===== src/rtl/txr_pkg.sv =====
package txr_pkg;
   typedef enum logic [2:0] {
      S_IDLE,
      S_RD_INFO,
      S_CHK_INFO,
      S_RD_PTR,
      S_CAP_PTR,
      S_SEND,
      S_WB
   } txr_state_e;

   localparam int OWN_BIT   = 31;
   localparam int FIRST_BIT = 29;
   localparam int LAST_BIT  = 28;
   localparam int ERR_LSB   = 24;
   localparam int ERR_W     = 4;
endpackage


===== src/rtl/txr_poll_timer.sv =====
module txr_poll_timer #(
   parameter int DIV_W     = 16,
   parameter bit HAS_TIMER = 1'b1
) (
   input  logic             clk,
   input  logic             rst_n,
   input  logic             run,
   input  logic [DIV_W-1:0] div,
   output logic             tick
);
   generate
      if (DIV_W < 1) begin : g_bad_w
         $error("txr_poll_timer: DIV_W must be at least 1");
      end
      if (HAS_TIMER) begin : g_timer
         logic [DIV_W-1:0] cnt_q;
         logic             tick_q;
         always_ff @(posedge clk or negedge rst_n) begin
            if (!rst_n) begin
               cnt_q  <= '0;
               tick_q <= 1'b0;
            end else if (!run || div == '0) begin
               cnt_q  <= '0;
               tick_q <= 1'b0;
            end else if (cnt_q >= div - 1'b1) begin
               cnt_q  <= '0;
               tick_q <= 1'b1;
            end else begin
               cnt_q  <= cnt_q + 1'b1;
               tick_q <= 1'b0;
            end
         end
         assign tick = tick_q;

         // ticks are spaced by the divisor, never back to back for N > 1
         p_tick_gap_r7: assert property (@(posedge clk) disable iff (!rst_n)
            (tick_q && div > 1 && $stable(div)) |=> !tick_q);
      end else begin : g_no_timer
         assign tick = 1'b0;
      end
   endgenerate
endmodule


===== src/rtl/txr_ring_index.sv =====
module txr_ring_index #(
   parameter int IDX_W = 8
) (
   input  logic             clk,
   input  logic             rst_n,
   input  logic             clear,
   input  logic             step,
   input  logic [IDX_W-1:0] len,
   output logic [IDX_W-1:0] idx
);
   localparam int NW = IDX_W + 1;

   logic [IDX_W-1:0] idx_q;
   logic [NW-1:0]    nxt;

   assign nxt = {1'b0, idx_q} + NW'(1);

   always_ff @(posedge clk or negedge rst_n) begin
      if (!rst_n)
         idx_q <= '0;
      else if (clear)
         idx_q <= '0;
      else if (step)
         idx_q <= (nxt >= {1'b0, len}) ? '0 : nxt[IDX_W-1:0];
   end

   assign idx = idx_q;
endmodule


===== src/rtl/txr_engine.sv =====
module txr_engine
   import txr_pkg::*;
#(
   parameter int AW    = 16,
   parameter int IDX_W = 8,
   parameter int LEN_W = 11
) (
   input  logic             clk,
   input  logic             rst_n,
   input  logic             en,
   input  logic             poll_req,
   input  logic [IDX_W-1:0] idx,
   input  logic [AW-1:0]    ring_base,
   output logic             step,
   output logic             mem_req,
   output logic             mem_we,
   output logic [AW-1:0]    mem_addr,
   output logic [31:0]      mem_wdata,
   input  logic [31:0]      mem_rdata,
   output logic             frm_req,
   output logic [31:0]      frm_addr,
   output logic [LEN_W-1:0] frm_len,
   input  logic             frm_done,
   input  logic [ERR_W-1:0] frm_err,
   output logic             tx_done
);
   localparam int HI_W = OWN_BIT - LAST_BIT;

   txr_state_e       state_q;
   logic             pend_q;
   logic [HI_W-1:0]  info_hi_q;
   logic [ERR_LSB-1:0] info_lo_q;
   logic [31:0]      ptr_q;
   logic [ERR_W-1:0] err_q;
   logic [AW-1:0]    desc_addr;

   always_ff @(posedge clk or negedge rst_n) begin
      if (!rst_n) begin
         state_q   <= S_IDLE;
         pend_q    <= 1'b0;
         info_hi_q <= '0;
         info_lo_q <= '0;
         ptr_q     <= '0;
         err_q     <= '0;
      end else if (!en) begin
         state_q <= S_IDLE;
         pend_q  <= 1'b0;
      end else begin
         pend_q <= pend_q | poll_req;
         case (state_q)
            S_IDLE: begin
               if (pend_q || poll_req) begin
                  state_q <= S_RD_INFO;
                  pend_q  <= 1'b0;
               end
            end
            S_RD_INFO: state_q <= S_CHK_INFO;
            S_CHK_INFO: begin
               info_hi_q <= mem_rdata[OWN_BIT-1:LAST_BIT];
               info_lo_q <= mem_rdata[ERR_LSB-1:0];
               state_q   <= mem_rdata[OWN_BIT] ? S_RD_PTR : S_IDLE;
            end
            S_RD_PTR: state_q <= S_CAP_PTR;
            S_CAP_PTR: begin
               ptr_q   <= mem_rdata;
               state_q <= S_SEND;
            end
            S_SEND: begin
               if (frm_done) begin
                  err_q   <= frm_err;
                  state_q <= S_WB;
               end
            end
            S_WB: state_q <= S_RD_INFO;
            default: state_q <= S_IDLE;
         endcase
      end
   end

   assign desc_addr = ring_base + AW'({idx, 1'b0});

   always_comb begin
      mem_req  = (state_q == S_RD_INFO) || (state_q == S_RD_PTR) || (state_q == S_WB);
      mem_we   = (state_q == S_WB);
      mem_addr = (state_q == S_RD_PTR) ? desc_addr + AW'(1) : desc_addr;
   end

   assign mem_wdata = {1'b0, info_hi_q, err_q, info_lo_q};
   assign frm_req   = (state_q == S_SEND);
   assign frm_addr  = ptr_q;
   assign frm_len   = info_lo_q[LEN_W-1:0];
   assign tx_done   = (state_q == S_WB);
   assign step      = (state_q == S_WB);

   // a poll seen while idle starts the info read in the next cycle
   p_poll_start_r6: assert property (@(posedge clk) disable iff (!rst_n)
      (state_q == S_IDLE && en && poll_req) |=> (state_q == S_RD_INFO));

   // a frame request holds with a stable buffer address until done
   p_req_hold_r2: assert property (@(posedge clk) disable iff (!rst_n)
      (frm_req && !frm_done && en) |=> (frm_req && $stable(frm_addr)));
endmodule


===== src/rtl/txring_fetch.sv =====
module txring_fetch
   import txr_pkg::*;
#(
   parameter int AW        = 16,
   parameter int IDX_W     = 8,
   parameter int LEN_W     = 11,
   parameter int DIV_W     = 16,
   parameter bit HAS_TIMER = 1'b1
) (
   input  logic             clk,
   input  logic             rst_n,
   input  logic             ctl_enable,
   input  logic [7:0]       ctl_tx_len,
   input  logic [AW-1:0]    ring_base,
   input  logic [DIV_W-1:0] poll_div,
   input  logic             poll_kick,
   output logic             mem_req,
   output logic             mem_we,
   output logic [AW-1:0]    mem_addr,
   output logic [31:0]      mem_wdata,
   input  logic [31:0]      mem_rdata,
   output logic             frm_req,
   output logic [31:0]      frm_addr,
   output logic [LEN_W-1:0] frm_len,
   input  logic             frm_done,
   input  logic [3:0]       frm_err,
   output logic             tx_done
);
   generate
      if (IDX_W < 1 || IDX_W > 8) begin : g_bad_idx
         $error("txring_fetch: IDX_W must be 1..8");
      end
      if (AW <= IDX_W + 1) begin : g_bad_aw
         $error("txring_fetch: AW too small for ring");
      end
      if (LEN_W < 1 || LEN_W > ERR_LSB) begin : g_bad_len
         $error("txring_fetch: LEN_W must fit below status field");
      end
   endgenerate

   logic             tick;
   logic             step;
   logic [IDX_W-1:0] idx;

   txr_poll_timer #(.DIV_W(DIV_W), .HAS_TIMER(HAS_TIMER)) u_timer (
      .clk  (clk),
      .rst_n(rst_n),
      .run  (ctl_enable),
      .div  (poll_div),
      .tick (tick)
   );

   txr_ring_index #(.IDX_W(IDX_W)) u_index (
      .clk  (clk),
      .rst_n(rst_n),
      .clear(!ctl_enable),
      .step (step),
      .len  (ctl_tx_len[IDX_W-1:0]),
      .idx  (idx)
   );

   txr_engine #(.AW(AW), .IDX_W(IDX_W), .LEN_W(LEN_W)) u_engine (
      .clk      (clk),
      .rst_n    (rst_n),
      .en       (ctl_enable),
      .poll_req (poll_kick | tick),
      .idx      (idx),
      .ring_base(ring_base),
      .step     (step),
      .mem_req  (mem_req),
      .mem_we   (mem_we),
      .mem_addr (mem_addr),
      .mem_wdata(mem_wdata),
      .mem_rdata(mem_rdata),
      .frm_req  (frm_req),
      .frm_addr (frm_addr),
      .frm_len  (frm_len),
      .frm_done (frm_done),
      .frm_err  (frm_err),
      .tx_done  (tx_done)
   );

   // once disabled, no memory or frame request follows
   p_quiet_off_r1: assert property (@(posedge clk) disable iff (!rst_n)
      !ctl_enable |=> (!mem_req && !frm_req));

   // every write-back releases ownership
   p_wb_release_r4: assert property (@(posedge clk) disable iff (!rst_n)
      (mem_req && mem_we) |-> !mem_wdata[OWN_BIT]);
endmodule


===== config.mk =====
export PLATFORM = sky130hd
export DESIGN_NAME = txring_fetch
export DESIGN_NICKNAME = d
export VERILOG_FILES = /design/src/rtl/txr_pkg.sv /design/src/rtl/txr_poll_timer.sv /design/src/rtl/txr_ring_index.sv /design/src/rtl/txr_engine.sv /design/src/rtl/txring_fetch.sv
export SDC_FILE = /design/constraint.sdc
export NUM_CORES = 1
export LEC_CHECK = 0
export ABC_AREA = 1
export BUFFER_PORTS_ARGS = -buffer_cell sky130_fd_sc_hd__buf_4
export CAP_MARGIN = 25
export CORE_MARGIN = 2
export CORE_UTILIZATION = 47
export CTS_CLUSTER_DIAMETER = 30
export CTS_CLUSTER_SIZE = 20
export DETAILED_ROUTE_END_ITERATION = 8
export GPL_ROUTABILITY_DRIVEN = 0
export PLACE_DENSITY = 0.78
export SLEW_MARGIN = 20
export SYNTH_ARGS = -nofsm -noshare
export SYNTH_HDL_FRONTEND = slang
export SYNTH_SLANG_ARGS = --single-unit

===== constraint.sdc =====
create_clock -name clk -period 3.59 [get_ports clk]
set_clock_uncertainty 0.1 [all_clocks]
set_input_delay 0.8975 -clock clk [delete_from_list [all_inputs] [get_ports clk]]
set_output_delay 0.8975 -clock clk [all_outputs]
set_load 0.05 [all_outputs]

After elaboration in Yosys (flattened, before gate mapping)
Index checks and enable logic that the tools add are counted.
{"block": "totals", "reg_bits": 92, "out_inout_bits": 95, "wordCells": 54}
{"block": "op_classes", "n_addsub": 5, "n_lt_le_gt_ge": 2, "eq_ne": 9, "mux": 16, "n_bitwise": 2, "n_reduce_logical": 11}
{"operator": "$mux W16", "n": 3}
{"operator": "$add A16 B1 Y16 const B", "n": 2}
{"operator": "$mux W8", "n": 3}
{"operator": "$pmux W3 S7", "n": 1}
{"operator": "$add A16 B9 Y16", "n": 1}
{"operator": "$ge A16 B16 Y1", "n": 1}
{"operator": "$logic_not A16 Y1", "n": 1}
{"operator": "$sub A16 B1 Y16 const B", "n": 1}
{"operator": "$add A8 B1 Y9 const B", "n": 1}
{"operator": "$eq A3 B3 Y1 const B", "n": 3}
{"operator": "$ge A9 B8 Y1", "n": 1}
{"operator": "$mux W3", "n": 3}
{"operator": "$eq A3 B2 Y1 const B", "n": 2}
{"operator": "$ne A3 B2 Y1 const B", "n": 2}
{"operator": "$reduce_and A2 Y1", "n": 3}
{"operator": "$mux W1", "n": 5}
{"operator": "$logic_or A1 B1 Y1", "n": 4}
{"operator": "$eq A3 B1 Y1 const B", "n": 1}
{"operator": "$logic_not A3 Y1", "n": 1}
{"operator": "$reduce_and A3 Y1", "n": 1}
{"operator": "$mux W2", "n": 1}
{"operator": "$ne A2 B1 Y1 const B", "n": 1}
{"operator": "$or A1 B1 Y1", "n": 2}
{"operator": "$logic_not A1 Y1", "n": 1}

Longest topological paths before layout
Gate-level depths: netlist (run 1).
{"block": "logic_depth", "word_depth": 5, "mapped_depth": 20, "ltp_nobuf": 19}

Hierarchy
A second synthesis (run 1) with hierarchy kept.
{"block": "unflattened", "cells_unflattened": 826, "hier_area_um2": 6281.0}
{"module": "txr_engine", "n_inst": 1, "cells_per_inst": 484, "area_per_inst_um2": 3841.2}
{"module": "txr_poll_timer", "n_inst": 1, "cells_per_inst": 225, "area_per_inst_um2": 1677.9}
{"module": "txr_ring_index", "n_inst": 1, "cells_per_inst": 113, "area_per_inst_um2": 747.0}
{"module": "txring_fetch", "n_inst": 1, "cells_per_inst": 4, "area_per_inst_um2": 15.0}

Worst setup path after synthesis (run 1)
Ideal clock, no wire load.
{"block": "synth_path", "path_type": "input to output", "startpoint": "input port ring_base[1]", "endpoint": "output port mem_addr[12]", "arrival_time_ps": 3149, "required_ps": 2592, "path_slack_ps": -556, "path_stages": 14, "path_cell_list": "ha_1 > inv_1 > fa_1 > inv_1 > nand2_1 > nand2_1 > nand3b_1 > nand2_1 > nand3_2 > nor2_4 > nand2_2 > nor2_2 > nand2_1 > a21oi_1"}
{"block": "synth_via", "elab_chain_len": 3}
{"item": "start, declared", "line": "txring_fetch.sv:14", "rtl": "input logic [AW-1:0] ring_base,"}
{"item": "$add A16 B9 Y16 *", "line": "txr_engine.sv:80", "rtl": "assign desc_addr = ring_base + AW'({idx, 1'b0});"}
{"item": "$add A16 B1 Y16", "line": "txr_engine.sv:85", "rtl": "mem_addr = (state_q == S_RD_PTR) ? desc_addr + AW'(1) : desc_addr;"}
{"item": "$mux W16 *", "line": "txr_engine.sv:85"}
{"item": "end, declared", "line": "txring_fetch.sv:19", "rtl": "output logic [AW-1:0] mem_addr,"}
Every way passes the cells marked *; elsewhere a longest branch is shown, timed or not.

Worst setup path after layout (run 1)
{"block": "layout_path", "startpoint": "input port ring_base[1]", "endpoint": "output port mem_addr[15]"}
Same word-level chain as after synthesis.

==> impl_results.md, run 1 <==
- Status: complete, but fails checks
- Failing checks: negative setup slack
- RSZ-0062 raised after global routing: true
- Warnings, synthesis: 0
- CP max FO: 3
- Max Root-Sink Buffers: 2
- Pins Over Slew Limit: 0
- Synthesized instance count: 777
- CP required: 2.59 ns
- Drt drc: 0
- Final period utilization: 1.09
- Via density: 4.90
- DR WL/cell: 12.9 um
- Worst Path Arrival: 2.92 ns
- Antenna-violating nets left: 0
- Top_reg_cell synth: dfrtp_1
- Synth cell types: 41
- Gr usage total: 0.228
- Final HPWL from detailed placement: 11.2 mm
- Die width: 116 um
- WL final: 14.8 mm
- First-pass GRT wire length: 24.4 mm
- Dpl cells: 1,132
- Crit path cell chain: buf_6, ha_4, inv_2, fa_2, nor2_2, nand2_2, nor2_4, nand3_4, nor2_4, nand3_2, nor2_4, nand3_2, nand2_2, clkinvlp_4, buf_8
- WHS: 0.381 ns
- Synth top area share: 0.392
- Largest net degree at the start of global routing: 93
- Non-Filler Instances: 1,151
- Hold_sp: u_timer.g_timer.cnt_q[0]
- Die span in y: 116 um
- Placeable Area: 12,100 um^2
- Cts hold-fix bufs: 0
- Crit path launch type: input port
- Critical Path End Type: output port
- Leakage: 4.40 nW
- Initial Util: 0.485
- Tightest Pin Transition: 0.579 ns
- Global route overflow: 0
- Clk_lat worst skew: 0.34 ns
- Fin Setup TNS: -2.13 ns
- Fin. Hold Viols: 0
- CTS clk-pin slew, worst paths: 0.07 ns
- Initial antenna violation count: 0
- Fin worst setup slack: -0.331 ns
- Num rows: 40
- Crit path time final: 3.92 ns
- FF+latch count, synth: 92
- Normalized max-slew margin: 0.614
- Synthesized area per cell: 7.55 um^2
- # setup viols final: 10
- Worst Setup Path Type: in -> out
- Port bufs: 174
- Clock sink count: 92
- Vias: 5,644
- Root Driver: clkbuf_16
- Area Overhead vs Synth: 41.2%
- Share of the yosys chip area belonging to registers: 0.392
- Post-synth top area cell: dfrtp_1
- Number of enable flip-flop cells after synthesis: 0
- Num CTS Buffers: 9
- Syn_nets: 895
- Fmax achieved: 255 MHz
- Critical path's slowest cell: fa_2
- Cell Pwr Density: 619 nW/um^2
- Synthesized area: 5870 um^2
- Layout cells sized above 1: 0.312
- Final Net Count: 1,097
- H-tree levels: 3
- Vias in the first global route: 5,387
- # IOs: 176
- Max_cap viols: 0
- Crit. Startpoint: ring_base[1]
- Crit path top cell by count: nor2_4
- Ys async rst share: 1.00
- CP max stage delay: 0.46 ns
- Buf/Inv on CP: 4
- Ant. Diodes: 0
- Die Area: 13,400 um^2
- Min-Delay Path Class: reg -> reg
- CTS tree: built
- Start of the worst register-to-register path: u_index.idx[0]
- Drt first pass iters: 5
- Crit path max-delay family: simple AND/OR/NAND/NOR gates
- Top cells by area, synth: dfrtp_1 39%, nand2_1 13%, inv_1 7.8%
- VDD IR-drop max: 0.773 mV
- Initial drt markers: 320
-- per-stage QoR --
step           total power, mW  setup slack (ns)  cell area (um^2)  utilization
3_3_place_gp              4.08            -0.313              7660        0.632
4_1_cts                   5.16            -0.261              8120        0.670
2_1_floorplan             3.32            -0.151              5970            -
3_5_place_dp              4.12            -0.368              7660        0.632
6_report                  5.13            -0.331              8280        0.684
5_1_grt                   5.38            -0.439              8280        0.684
-- synth_stat cells, types with 2 or more instances --
cell and count:
nand2_1 200, inv_1 122, dfrtp_1 92, o21ai_0 64, nor2_1 50, nand3_1 49
ha_1 36, nor3_1 25, xor2_1 24, a21oi_1 18, buf_4 13, clkbuf_1 13
nand4_1 11, xnor2_1 11, mux2_2 9, a211oi_1 3, nand3b_1 3, nor2_2 3
nor2_4 3, nor3b_1 3, nor4_1 3, buf_2 2, nand2_2 2
-- cell usage in the layout (no fill, tap or decap), types with 10 or more instances in the layout --
| master | n |
|---|---|
| nand4_1 | 11 |
| nand2_2 | 16 |
| a21oi_1 | 16 |
| inv_1 | 115 |
| o21ai_0 | 64 |
| xnor2_1 | 10 |
| dfrtp_1 | 92 |
| nor2_1 | 44 |
| nand3_1 | 42 |
| ha_1 | 30 |
| nor3_1 | 24 |
| buf_4 | 199 |
| nand2_1 | 183 |
| xor2_1 | 21 |
| buf_6 | 16 |
| nor2_4 | 10 |
-- cell families (layout without fill, tap and decap cells) --
logic type / after synthesis / count (layout) / share of synthesized area
and+or+nand+nor: 357 / 357 / 0.265
xor gates and xnor gates: 35 / 35 / 0.0522
buffers and inverters: 151 / 357 / 0.105
other: 1 / 1 / 0.000639
adders and majority gates: 37 / 37 / 0.0802
DFF: 92 / 92 / 0.392
muxes: 9 / 9 / 0.0173
AOI/OAI and AO/OA: 95 / 95 / 0.0868
-- area by class of cell --
class	count	area (um^2)
multi-input cells	534	3240
inverters	123	473
clock inverters	5	85.1
clock buffers	10	229
fillers	1009	3830
well taps	168	210
repair buffers	219	1740
flip-flops and latches	92	2300
-- flip-flops by register name, indices dropped and copies added, names as in the netlist --
signal,cells
u_engine.info_hi_q,3
u_engine.state_q,3
u_engine.info_lo_q,24
u_engine.pend_q,1
u_engine.err_q,4
u_engine.frm_addr,32
u_index.idx,8
u_timer.tick,1
u_timer.g_timer.cnt_q,16
-- final timing paths --
path,to,slack [ns],cells after the start
min,u_timer.g_timer.cnt_q[0],0.38,1
min reg2reg,u_timer.g_timer.cnt_q[0],0.38,1
max in group asynchronous,u_engine.state_q[2],2.51,2
min in group asynchronous,u_engine.frm_addr[21],0.46,2
max reg2reg,u_index.idx[7],0.88,15
max,mem_addr[15],-0.33,15
-- report_power, final --
group	leakage [nW]	internal [mW]	switching, mW
logic	3.03	0.746	1.81
clock network	0.149	0.610	0.401
registers	1.22	1.35	0.213
-- layer usage --
layer | vias up | wire length [um] | share of wire | track usage
met5 | - | 0 | 0 | 0
met4 | 0 | 235 | 0.016 | 0.0603
met3 | 20 | 1260 | 0.085 | 0.0774
met2 | 168 | 7010 | 0.47 | 0.377
met1 | 2587 | 6350 | 0.43 | 0.290
li1 | 2869 | - | - | -
-- what timing repair did --
action | 4_1_cts | 5_1_grt
setup buffers | 7 | 4
resized for setup | 24 | 42
pin swaps | 11 | 22
setup endpoints to repair | 10 | 12
Power figures use the tool's default switching activity.
==> run 2: changes to the inputs <==
- ABC_AREA: 1 -> not set
==> run 2 against run 1 <==
Net effect:
- the flow still finishes with violations (negative setup slack)
- critical endpoint is now mem_addr[14]
- utilization is 4.6 points higher
- sequential share of layout area down 0.30 points
- fmax decreased by 8.3%
- cell area rose by 1.1%
- die area decreased by 5.3%
- largest cell class unchanged
- total power decreased by 1.2%
- global-route usage is 1.8 points higher
- worst hold slack better by 0.029 ns
- clock-buffer cell count down 1
- largest power group unchanged
- area after synthesis down 5.5%
==> impl_results.md, run 2 <==
- Gr usage total: 0.246
- Fin Setup TNS: -5.84 ns
- Ys async rst share: 1.00
- Worst Setup Path Type: in -> out
- Fmax achieved: 234 MHz
- Vias in the first global route: 5,211
- Fin. Hold Viols: 0
- Final Net Count: 871
- CP max FO: 4
- CTS tree: built
- Leakage: 4.08 nW
- Die span in y: 113 um
- Share of the yosys chip area belonging to registers: 0.415
- Number of enable flip-flop cells after synthesis: 0
- Die width: 113 um
- Via density: 5.50
- Most common cell after layout, fill and taps aside: buf_4
- Warnings, synthesis: 0
- Layout cells sized above 1: 0.530
- Tightest Pin Transition: 0.614 ns
- Status: complete, but fails checks
- Initial Util: 0.484
- Post-placement cell area: 7610 um^2
- Top cells by area, synth: dfrtp_1 41%, mux2_2 13%, ha_1 8.1%
- Global route overflow: 0
- DR WL/cell: 17.4 um
- Largest net degree at the start of global routing: 48
- Post-layout util: 0.730
- Clk_lat worst skew: 0.33 ns
- Ant. Diodes: 0
- Synthesized instance count: 516
- Max Root-Sink Buffers: 2
- Synth Area in Simple Gates: 0.146
- Final period utilization: 1.19
- Post-synthesis adder-cell area fraction: 0.0848
- Reg area: 2300 um^2
- CP required: 2.59 ns
- Compound-gate portion of the synthesized area: 0.103
- Final HPWL from detailed placement: 11.6 mm
- RSZ-0062 raised after global routing: true
- Start of the worst register-to-register path: u_index.idx[0]
- Crit path time final: 4.27 ns
- FF+latch count, synth: 92
- Post-synth top area cell: dfrtp_1
- Syn_nets: 634
- Top_reg_cell synth: dfrtp_1
- First-pass GRT wire length: 25.2 mm
- # setup viols final: 12
- Drt first pass iters: 6
- Num rows: 39
- Reg-to-reg slack, setup: 0.78 ns
- VDD IR-drop max: 0.638 mV
- Max_cap viols: 0
- Max FFs per register: 32
- Synth Area in XOR/XNOR: 0.0724
- Min-Delay Path Class: reg -> reg
- Normalized max-slew margin: 0.591
- H-tree levels: 3
- Root Driver: clkbuf_16
- Pins Over Slew Limit: 0
- # IOs: 176
- Failing checks: negative setup slack
- Area of the multi-input gates: 3460 um^2
- Design Area, Final: 8370 um^2
- Num CTS Buffers: 9
- Most frequent cell after synthesis: dfrtp_1
- Non-Filler Instances: 901
- Vias: 4,958
- CTS clk-pin slew, worst paths: 0.07 ns
- Post-synthesis mux area share: 0.132
- Crit path launch type: input port
- WL final: 15.6 mm
- R2R depth: 10
- Dpl cells: 863
- Fin worst setup slack: -0.684 ns
- Largest family of logic cells by synthesized area: simple AND/OR/NAND/NOR gates
- Critical Path End Type: output port
- Fill cells: 798
- Area Overhead vs Synth: 50.9%
- Port bufs: 174
- Commonest non-fill, non-tap cells in the layout: 227 x buf_4, 92 x dfrtp_1, 64 x mux2_2
- Most frequent cells after synthesis: 92 x dfrtp_1, 64 x mux2_2, 36 x ha_1
- Synthesized area: 5550 um^2
- RR Endpoint: u_index.idx[5]
- Initial antenna violation count: 0
- Synth cell types: 65
- Drt drc: 0
- Synthesized area per cell: 10.8 um^2
- Synth top area share: 0.415
- Placeable Area: 11,500 um^2
- Worst Path Arrival: 3.28 ns
- Crit. Startpoint: ring_base[6]
- Die Area: 12,700 um^2
- Clock sink count: 92
- Initial drt markers: 287
- Cell Pwr Density: 605 nW/um^2
- Antenna-violating nets left: 0
- Worst setup path end: mem_addr[14]
==> run 2: logic make-up (layout without fill, tap and decap cells) <==
logic type / Yosys count / after routing
multiplexers: 65 / 65
buffers and inverters: 51 / 293
other: 1 / 1
XOR/XNOR: 45 / 45
flip-flops: 92 / 92
AO/OA/AOI/OAI: 74 / 74
adder cells (fa/ha/maj): 37 / 37
AND/OR/NAND/NOR: 151 / 151
==> run 2: through the flow <==
step	power, mW	hold WS, ns	setup WS, ns
after floorplan	3.32	0.374	-0.545
after global placement	4.06	0.392	-0.647
after detailed placement	4.12	0.397	-0.825
after CTS	5.10	0.414	-0.563
after global routing	5.25	0.425	-0.791
final	5.07	0.410	-0.684
==> run 2: layout make-up <==
| type | instances | area share |
|---|---|---|
| Multi-Input combinational cell | 373 | 0.413 |
| Inverter | 22 | 0.00986 |
| Sequential cell | 92 | 0.275 |
| Clock inverter | 7 | 0.00956 |
| Timing Repair Buffer | 255 | 0.244 |
| Tap cell | 143 | 0.0214 |
| Clock buffer | 9 | 0.0269 |
==> run 2: worst max-delay path, cell delays in order <==
cell	delay (ns)
buf_4	0.11
ha_1	0.22
a2111oi_2	0.41
o21ai_1	0.17
a21boi_2	0.31
o2111ai_4	0.20
buf_6	0.17
nor3_4	0.32
a211o_1	0.19
nand4_1	0.10
buf_6	0.17
==> run 2: worst min-delay path by stage <==
stage / slack (ns) / to / cells after the start / from
finish: 0.41 / u_engine.frm_addr[5] / 1 / u_engine.frm_addr[5]
global route: 0.42 / u_engine.frm_addr[8] / 1 / u_engine.frm_addr[8]
CTS: 0.41 / u_engine.frm_addr[5] / 1 / u_engine.frm_addr[5]
detailed placement: 0.40 / u_engine.frm_addr[5] / 1 / u_engine.frm_addr[5]
global placement: 0.39 / u_engine.info_lo_q[22] / 1 / u_engine.info_lo_q[22]
floorplan: 0.37 / u_timer.g_timer.cnt_q[0] / 1 / u_timer.g_timer.cnt_q[0]
==> run 2: power breakdown <==
group,switching [mW],internal (mW)
logic,1.74,0.847
registers,0.198,1.34
clock network,0.444,0.495
==> run 2: per-layer routing <==
metal,track usage,up-vias,wire length [um]
met2,0.463,158,8650
met3,0.0416,35,644
li1,-,2301,-
met5,0,-,0
met1,0.281,2464,5950
met4,0.0813,0,395
==> run 2: what timing repair did <==
action                     in CTS  in global routing
pin swaps                      27                 15
setup buffers                  19                  5
resized for setup              49                 13
cloned                          0                  0
setup endpoints to repair      11                 29
hold buffers                    0                  0
